<file path="src/rtl/fault_line_pkg.sv">
package fault_line_pkg;

    typedef enum logic {
        SIG_STEADY = 1'b0,
        SIG_PULSED = 1'b1
    } sig_mode_e;

    typedef struct packed {
        logic active;   // fault present or hold pending
        logic pull;     // line driven low this cycle
    } line_state_t;

    function automatic int unsigned cnt_width(input int unsigned max_val);
        return (max_val < 2) ? 1 : $clog2(max_val + 1);
    endfunction

endpackage

</file>
<file path="src/rtl/fault_hold.sv">
module fault_hold #(
    parameter int unsigned NUM_SRC       = 3,
    parameter int unsigned STRETCH_TICKS = 10
) (
    input  logic               clk,
    input  logic               rst,
    input  logic               tick,
    input  logic [NUM_SRC-1:0] fault_in,
    output logic               active
);
    import fault_line_pkg::*;

    localparam int unsigned CW = cnt_width(STRETCH_TICKS);
    localparam logic [CW-1:0] LOAD = CW'(STRETCH_TICKS);

    logic [CW-1:0] hold_cnt;
    logic          any_fault;

    assign any_fault = |fault_in;

    always_ff @(posedge clk) begin
        if (rst)
            hold_cnt <= '0;
        else if (any_fault)
            hold_cnt <= LOAD;
        else if (tick && hold_cnt != '0)
            hold_cnt <= hold_cnt - 1'b1;
    end

    assign active = (hold_cnt != '0);

    a_r2_fault_loads_hold: assert property (@(posedge clk) disable iff (rst)
        any_fault |=> (hold_cnt == LOAD));
    a_r3_hold_waits_for_tick: assert property (@(posedge clk) disable iff (rst)
        (!any_fault && !tick) |=> $stable(hold_cnt));
    a_r3_hold_steps_once: assert property (@(posedge clk) disable iff (rst)
        (!any_fault && tick && hold_cnt != '0) |=> (hold_cnt == $past(hold_cnt) - 1'b1));
    a_r8_idle_stays_idle: assert property (@(posedge clk) disable iff (rst)
        (!any_fault && hold_cnt == '0) |=> (hold_cnt == '0));

endmodule

</file>
<file path="src/rtl/fault_pulse_gen.sv">
module fault_pulse_gen #(
    parameter int unsigned PWM_PERIOD = 32,
    parameter int unsigned PWM_LOW    = 8
) (
    input  logic clk,
    input  logic rst,
    input  logic tick,
    input  logic active,
    output logic pulse_low
);
    import fault_line_pkg::*;

    localparam int unsigned PW = cnt_width(PWM_PERIOD - 1);
    localparam logic [PW-1:0] LAST = PW'(PWM_PERIOD - 1);
    localparam logic [PW-1:0] LOWN = PW'(PWM_LOW);

    logic [PW-1:0] phase;

    always_ff @(posedge clk) begin
        if (rst || !active)
            phase <= '0;
        else if (tick)
            phase <= (phase == LAST) ? '0 : phase + 1'b1;
    end

    assign pulse_low = (phase < LOWN);

    a_r5_phase_in_range: assert property (@(posedge clk) disable iff (rst)
        phase <= LAST);
    a_r5_idle_restarts_phase: assert property (@(posedge clk) disable iff (rst)
        !active |=> (phase == '0));

endmodule

</file>
<file path="src/rtl/line_sampler.sv">
module line_sampler (
    input  logic clk,
    input  logic rst,
    input  logic line_in,
    input  logic own_pull,
    output logic line_level,
    output logic ext_fault
);
    logic [1:0] sync_q;
    logic [1:0] pull_q;
    logic [1:0] primed;

    always_ff @(posedge clk) begin
        if (rst) begin
            sync_q <= 2'b11;
            pull_q <= 2'b00;
            primed <= 2'b00;
        end else begin
            sync_q <= {sync_q[0], line_in};
            pull_q <= {pull_q[0], own_pull};
            primed <= {primed[0], 1'b1};
        end
    end

    assign line_level = sync_q[1];
    assign ext_fault  = ~sync_q[1] & ~pull_q[1];

    a_r6_two_edge_delay: assert property (@(posedge clk) disable iff (rst)
        primed[1] |-> (line_level == $past(line_in, 2)));
    a_r7_not_own_pull: assert property (@(posedge clk) disable iff (rst)
        (primed[1] && ext_fault) |-> !$past(own_pull, 2));

endmodule

</file>
<file path="src/rtl/fault_line_ctrl.sv">
module fault_line_ctrl #(
    parameter int unsigned NUM_SRC       = 3,
    parameter int unsigned STRETCH_TICKS = 10,
    parameter int unsigned PWM_PERIOD    = 32,
    parameter int unsigned PWM_LOW       = 8
) (
    input  logic               clk,
    input  logic               rst,
    input  logic               tick,
    input  logic [NUM_SRC-1:0] fault_in,
    input  logic               mode_sel,
    input  logic               line_in,
    output logic               line_pull,
    output logic               line_level,
    output logic               ext_fault
);
    import fault_line_pkg::*;

    line_state_t st;
    sig_mode_e   mode;
    logic        pulse_low;

    assign mode = sig_mode_e'(mode_sel);

    fault_hold #(.NUM_SRC(NUM_SRC), .STRETCH_TICKS(STRETCH_TICKS)) u_hold (
        .clk(clk), .rst(rst), .tick(tick), .fault_in(fault_in), .active(st.active)
    );

    fault_pulse_gen #(.PWM_PERIOD(PWM_PERIOD), .PWM_LOW(PWM_LOW)) u_pulse (
        .clk(clk), .rst(rst), .tick(tick), .active(st.active), .pulse_low(pulse_low)
    );

    always_comb begin
        if (mode == SIG_PULSED)
            st.pull = st.active & pulse_low;
        else
            st.pull = st.active;
    end

    line_sampler u_samp (
        .clk(clk), .rst(rst), .line_in(line_in), .own_pull(st.pull),
        .line_level(line_level), .ext_fault(ext_fault)
    );

    assign line_pull = st.pull;

    a_r1_quiet_after_reset: assert property (@(posedge clk)
        $past(rst) |-> (!line_pull && line_level && !ext_fault));
    a_r2_steady_pulls_after_fault: assert property (@(posedge clk) disable iff (rst)
        ((|fault_in) && mode_sel == 1'b0) |=> (mode_sel == 1'b1 || line_pull));

endmodule

</file>
<file path="config.mk">
export PLATFORM = sky130hd
export DESIGN_NAME = fault_line_ctrl
export DESIGN_NICKNAME = d
export VERILOG_FILES = /design/src/rtl/fault_line_pkg.sv /design/src/rtl/fault_hold.sv /design/src/rtl/fault_pulse_gen.sv /design/src/rtl/line_sampler.sv /design/src/rtl/fault_line_ctrl.sv
export SDC_FILE = /design/constraint.sdc
export NUM_CORES = 1
export LEC_CHECK = 0
export CORE_UTILIZATION = 35
export CTS_BUF_LIST = sky130_fd_sc_hd__clkbuf_4 sky130_fd_sc_hd__clkbuf_8
export DETAILED_ROUTE_END_ITERATION = 8
export PLACE_DENSITY = 0.63
export SLEW_MARGIN = 20
export SYNTH_ARGS = -nofsm -noshare
export SYNTH_HDL_FRONTEND = slang
export SYNTH_SLANG_ARGS = --single-unit
</file>
<file path="constraint.sdc">
create_clock -name clk -period 1.9 [get_ports clk]
set_clock_uncertainty 0.2 [all_clocks]
set_input_delay 0.38 -clock clk [delete_from_list [all_inputs] [get_ports clk]]
set_output_delay 0.38 -clock clk [all_outputs]
set_load 0.03 [all_outputs]
</file>
==> reports/metrics.yaml, run 1 <==
outcome: "complete, no violations"
ys_ff_latch: 13
timing.rr.end: "u_pulse.phase[2]$_SDFFE_PP0P_"
fmax_ghz: 0.544
cp.arrival_ns: 1.26
syn2layout_area_growth_pct: 36.2
syn_avg_cell_area_um2: 9.84
drc: 0
drt_iter0_drc: 4
wl_um: 958
ys_async_sr_fraction: 0
required_ns: 1.32
finalMaxSlewViolations: 0
hold_viol_final: 0
antennaDiodeCount: 0
worstSetupEndpoint: "line_level"
post-place-cells: 86
dp_hpwl_um: 677
rsz0062_at_grt: "true"
rr_startpoint: "u_hold.hold_cnt[0]$_SDFFE_PP0P_"
power_density_nw_per_um2: 702
start_util: 0.381
gp_congestion: 0.745
h-tree-depth: 1
clk-insertion-delay-late_ns: 0.27
relSlewSlack: 0.789
yosysUniqueCellTypes: 26
ctsLongestPathBuffers: 2
vias: 460
ys_seq_area_frac: 0.448
io_pins: 11
cp_num_cells: 1
finalNonFillerCells: 94
antenna_found_initial: 0
die_area_um2: 1830
cts_hold_buf: 0
wl_per_cell_um: 10.2
synth_cells: 59
cp_slowest_cell: "clkdlybuf4s50_1"
synth_nets: 70
rows: 14
post_route_cells_drive_above_1_share: 0.282
cp_slowest_stage_delay_ns: 0.66
via_per_inst: 4.89
clk_pin_slew_ns: 0.07
io_buffers: 10
grt_overflow: 0
die_y_um: 42.7
worstSetupStartpoint: "u_samp.sync_q[1]$_SDFF_PP1_"
cp_max_fo: 2
final.period_utilization: 0.967
antenna_left: 0
p_leak_nw: 0.337
nNetsFinal: 90
grt_first_pass_wirelength_um: 1710
min_from: "u_samp.sync_q[0]$_SDFF_PP1_"
synth_ff_type: "dfxtp_1"
setup-tns-final_ns: 0
crit_type: "reg -> out"
setup_viol: 0
synth_edf_count: 0
end_kind: "primary output"
cp_cell_sequence: "clkdlybuf4s50_1"
core-area_um2: 1520
grt_max_degree: 10
grt_pass1_vias: 403
r2r_slack_ns: 0.25
holdCritPathClass: "reg -> reg"
grt_usage: 0.132
cap_violations: 0
ys_warn_count: 0
start_kind: "flop"
rr_worst_depth: 7
cts_sinks: 13
first_pass_iters: 2
syn_area_um2: 581
period_minus_slack_ns: 1.84
cts_tree: "done"
die_x_um: 42.7
tightest_slew_ns: 0.316
ir_worst_vdd_v: 0.000346
crit_buf_inv: 1
cts_buffers: 3
cp_top_family: "buffers and inverters"
root_buffer: "clkbuf_4"
how the worst min path moves through the flow:
stage | to | slack (ns) | cells after the start
finish | u_samp.sync_q[1]$_SDFF_PP1_ | 0.21 | 1
global route | u_samp.sync_q[1]$_SDFF_PP1_ | 0.23 | 1
CTS | u_samp.sync_q[1]$_SDFF_PP1_ | 0.21 | 1
detailed placement | u_samp.sync_q[1]$_SDFF_PP1_ | 0.19 | 1
global placement | u_samp.sync_q[1]$_SDFF_PP1_ | 0.19 | 1
floorplan | u_samp.sync_q[1]$_SDFF_PP1_ | 0.19 | 1
Yosys cell counts, drive strengths merged (2+ instances only):
library cell,instances,area [um^2]
mux2i,3,30.0
nor2,7,26.3
or2,2,12.5
nand2b,2,12.5
dfxtp,13,260
a21oi,3,15.0
ha,3,37.5
nand2,3,11.3
xor2,2,17.5
inv,3,11.3
nor3,3,15.0
metrics by stage:
stage	hold WS (ns)	total power [mW]	utilization	worst slack [ns]	instance area (um^2)
after floorplan	0.189	0.343	-	0.108	581
after global placement	0.191	0.373	0.467	0.120	712
after detailed placement	0.193	0.374	0.467	0.0943	712
after CTS	0.211	0.563	0.500	0.00225	762
after global routing	0.232	0.590	0.519	-0.00634	791
final	0.214	0.555	0.519	0.0620	791
flip-flops by register name (all words and copies together), names as in the netlist:
register,flops
u_pulse.phase,5
u_hold.hold_cnt,4
u_samp.pull_q,2
u_samp.sync_q,2
cell usage in the layout, fill, tap and decap left out, drive strengths merged, types with 2 or more instances in the layout:
master         count
mux2i              3
inv                3
dfxtp             13
or2                2
nand2              3
ha                 3
buf                8
clkbuf             4
nor3               3
clkdlybuf4s50      8
a21oi              3
nand2b             2
nor2               7
xor2               2
cell families (layout without fill, tap and decap cells):
logic type / count (synthesis) / in the layout / share of synthesized area
compound gates: 7 / 7 / 0.0883
xor+xnor: 3 / 3 / 0.0453
fa+ha+maj: 3 / 3 / 0.0647
buf+inv: 5 / 24 / 0.0345
flops: 13 / 13 / 0.448
mux: 3 / 3 / 0.0517
simple gates: 25 / 25 / 0.267
routing by layer:
layer	routed length (um)	global-route usage
met5	0	0
met4	12	0.0750
met3	35	0.0638
met2	457	0.191
met1	453	0.157
timing repair:
action | 4_1_cts | 5_1_grt
cloned | 0 | 0
pin swaps | 0 | 2
gates resized for setup | 5 | 4
setup buffers | 1 | 3
endpoints found under the setup margin | 2 | 1
layout make-up:
cell class,instances,area (um^2)
clock buffer,4,30.0
tap,16,20.0
inverter,3,13.8
multi-input combinational,41,313
fill,143,733
timing repair buffer,17,149
sequential,13,265
report_power, final:
| part | switching [mW] | internal (mW) |
|---|---|---|
| logic | 0.0364 | 0.0498 |
| clock network | 0.0828 | 0.0955 |
| registers | 0.00773 | 0.283 |
(Power assumes the default switching activity.)
==> inputs of run 2 (changes only) <==
PLACE_DENSITY = 0.66   (was 0.63)
clock period = 1.65 ns   (was 1.9 ns; I/O delays follow)
==> reports/metrics.yaml, run 2 (synthesized netlist as in run 1, its figures left out) <==
outcome: "finished with violations"  # was complete, no violations
violations: "setup timing"
hold_path_end: "u_samp.sync_q[1]$_SDFF_PP1_"  # unchanged
clk-insertion-delay-late_ns: 0.27  # about the same
grt_first_pass_wirelength_um: 1810  # was 1710 um
post_route_cells_drive_above_1_share: 0.376  # was 0.282
cp_slowest_cell: "dfxtp_2"  # was clkdlybuf4s50_1
wl_per_cell_um: 10.5  # was 10.2 um
holdCritPathClass: "reg -> reg"  # unchanged
antenna_found_initial: 0  # unchanged
cts_sinks: 13  # unchanged
drt_iter0_drc: 3  # was 4
ctsLongestPathBuffers: 2  # unchanged
finalMaxSlewViolations: 0  # unchanged
end_kind: "primary output"  # unchanged
r2r_slack_ns: -0.01  # was 0.25 ns
layout_commonest_cell: "buf_4"  # was dfxtp_1
timing.rr.end: "u_hold.hold_cnt[0]$_SDFFE_PP0P_"  # was u_pulse.phase[2]$_SDFFE_PP0P_
p_switching_mw: 0.153  # was 0.127 mW
cp_cell_sequence: "inv_2 > ha_4 > nor3b_4 > nor2_2 > buf_6"  # was clkdlybuf4s50_1
grt_overflow: 0  # unchanged
grt_pass1_vias: 436  # was 403
internal-power_mw: 0.509  # was 0.428 mW
required_ns: 1.12  # was 1.32 ns
dp_hpwl_um: 773  # was 677 um
fmax_ghz: 0.571
relSlewSlack: 0.800  # was 0.789
tightest_slew_ns: 0.301  # was 0.316 ns
regMostFlops: "u_pulse.phase"  # unchanged
start_util: 0.381  # unchanged
ir_worst_vdd_v: 0.000665  # was 0.000346 V
start_kind: "flop"  # unchanged
cp_slowest_stage_delay_ns: 0.33  # was 0.66 ns
die_y_um: 42.7  # unchanged
cts_tree: "done"  # unchanged
p_seq_frac: 0.505  # was 0.523
period_minus_slack_ns: 1.75
vias: 483  # was 460
grt_usage: 0.142  # was 0.132
cp_max_fo: 2  # unchanged
gp_congestion: 0.701  # was 0.745
swShare: 0.231  # was 0.229
worst_slack_ns: -0.100  # was 0.0620 ns
io_pins: 11  # unchanged
crit_type: "reg -> out"  # unchanged
root_buffer: "clkbuf_4"  # unchanged
final.period_utilization: 1.06
min_from: "u_samp.sync_q[0]$_SDFF_PP1_"  # unchanged
antennaDiodeCount: 0  # unchanged
rsz0062_at_grt: "true"  # unchanged
die_x_um: 42.7  # unchanged
postLayoutCoreUtil: 0.559  # was 0.519
hold_ws_ns: 0.213  # was 0.214 ns
core-area_um2: 1520  # unchanged
rr_worst_depth: 7  # unchanged
cap_violations: 0  # unchanged
die_area_um2: 1830  # unchanged
post-place-cells: 93  # was 86
power_density_nw_per_um2: 777  # was 702 nW/um^2
power_frac_comb: 0.181  # was 0.155
via_per_inst: 4.78  # was 4.89
nNetsFinal: 97  # was 90
finalNonFillerCells: 101  # was 94
first_pass_iters: 2  # unchanged
cp.arrival_ns: 1.22  # was 1.26 ns
cts_buffers: 3  # unchanged
grt_max_degree: 10  # unchanged
rows: 14  # unchanged
p_leak_nw: 0.370  # was 0.337 nW
cts_hold_buf: 0  # unchanged
wl_um: 1060  # was 958 um
mostFrequentLayoutCells: "buf_4, dfxtp_1, clkdlybuf4s50_1"  # was dfxtp_1, clkdlybuf4s50_1, buf_4
h-tree-depth: 1  # unchanged
hold_viol_final: 0  # unchanged
setup_viol: 2  # was 0
worstHoldPathCells: 1  # unchanged
syn2layout_area_growth_pct: 46.8  # was 36.2%
reg_top3: "u_pulse.phase (5), u_hold.hold_cnt (4)"  # unchanged
antenna_left: 0  # unchanged
drc: 0  # unchanged
io_buffers: 10  # unchanged
largest_register_ffs: 5  # unchanged
power_mw: 0.662  # was 0.555 mW
clk_pin_slew_ns: 0.07  # about the same
rr_startpoint: "u_hold.hold_cnt[0]$_SDFFE_PP0P_"  # unchanged
power_frac_clock: 0.314  # was 0.321
-- run 2: area by class of cell --
| cell class | instances | area [um^2] |
|---|---|---|
| tap | 16 | 20.0 |
| sequential | 13 | 263 |
| timing repair buffer | 24 | 204 |
| fill | 137 | 672 |
| clock buffer | 4 | 30.0 |
| multi-input combinational | 41 | 324 |
| inverter | 3 | 11.3 |
-- run 2: repair_timing --
item | in CTS | in global routing
setup buffers | 1 | 3
setup endpoints to repair | 3 | 7
resized for setup | 5 | 6
pin swaps | 5 | 4
-- run 2: power by group through the flow --
stage,clock [mW],combinational (mW),sequential (mW)
after detailed placement,0,0.106,0.341
after floorplan,0,0.0527,0.343
final,0.208,0.120,0.334
after global routing,0.234,0.131,0.336
after global placement,0,0.103,0.341
after CTS,0.220,0.109,0.334
-- run 2: stage by stage --
step / setup TNS (ns) / instance area (um^2) / setup slack (ns)
2_1_floorplan: 0 / 583 / 0.0374
4_1_cts: -0.403 / 808 / -0.154
6_report: -0.108 / 852 / -0.100
5_1_grt: -0.424 / 852 / -0.168
3_5_place_dp: -0.286 / 767 / -0.0455
3_3_place_gp: -0.0761 / 767 / -0.0254
-- run 2: critical path, delay by kind of cell (launching register included) --
kind | cells | cell delay [ns]
and+or+nand+nor | 2 | 0.29
adders and majority gates | 1 | 0.13
DFF | 1 | 0.33
buffers and inverters | 2 | 0.21
-- run 2: worst max-delay path by stage --
stage	startpoint	depth (start not counted)	slack, ns	end
floorplan	u_hold.hold_cnt[0]$_SDFFE_PP0P_	4	0.04	line_pull
global placement	tick	4	-0.03	u_hold.hold_cnt[3]$_SDFFE_PP0P_
detailed placement	tick	4	-0.05	u_hold.hold_cnt[3]$_SDFFE_PP0P_
CTS	u_hold.hold_cnt[1]$_SDFFE_PP0P_	5	-0.15	line_pull
global route	u_hold.hold_cnt[1]$_SDFFE_PP0P_	5	-0.17	line_pull
finish	u_hold.hold_cnt[1]$_SDFFE_PP0P_	5	-0.1	line_pull
-- run 2: routing by layer --
metal  vias to the layer above  track usage  part of all wire
li1                        256            -                 -
met1                       217        0.144              0.42
met2                         6        0.230              0.51
met3                         4       0.0638             0.035
met4                         0       0.0938             0.027
met5                         -            0                 0
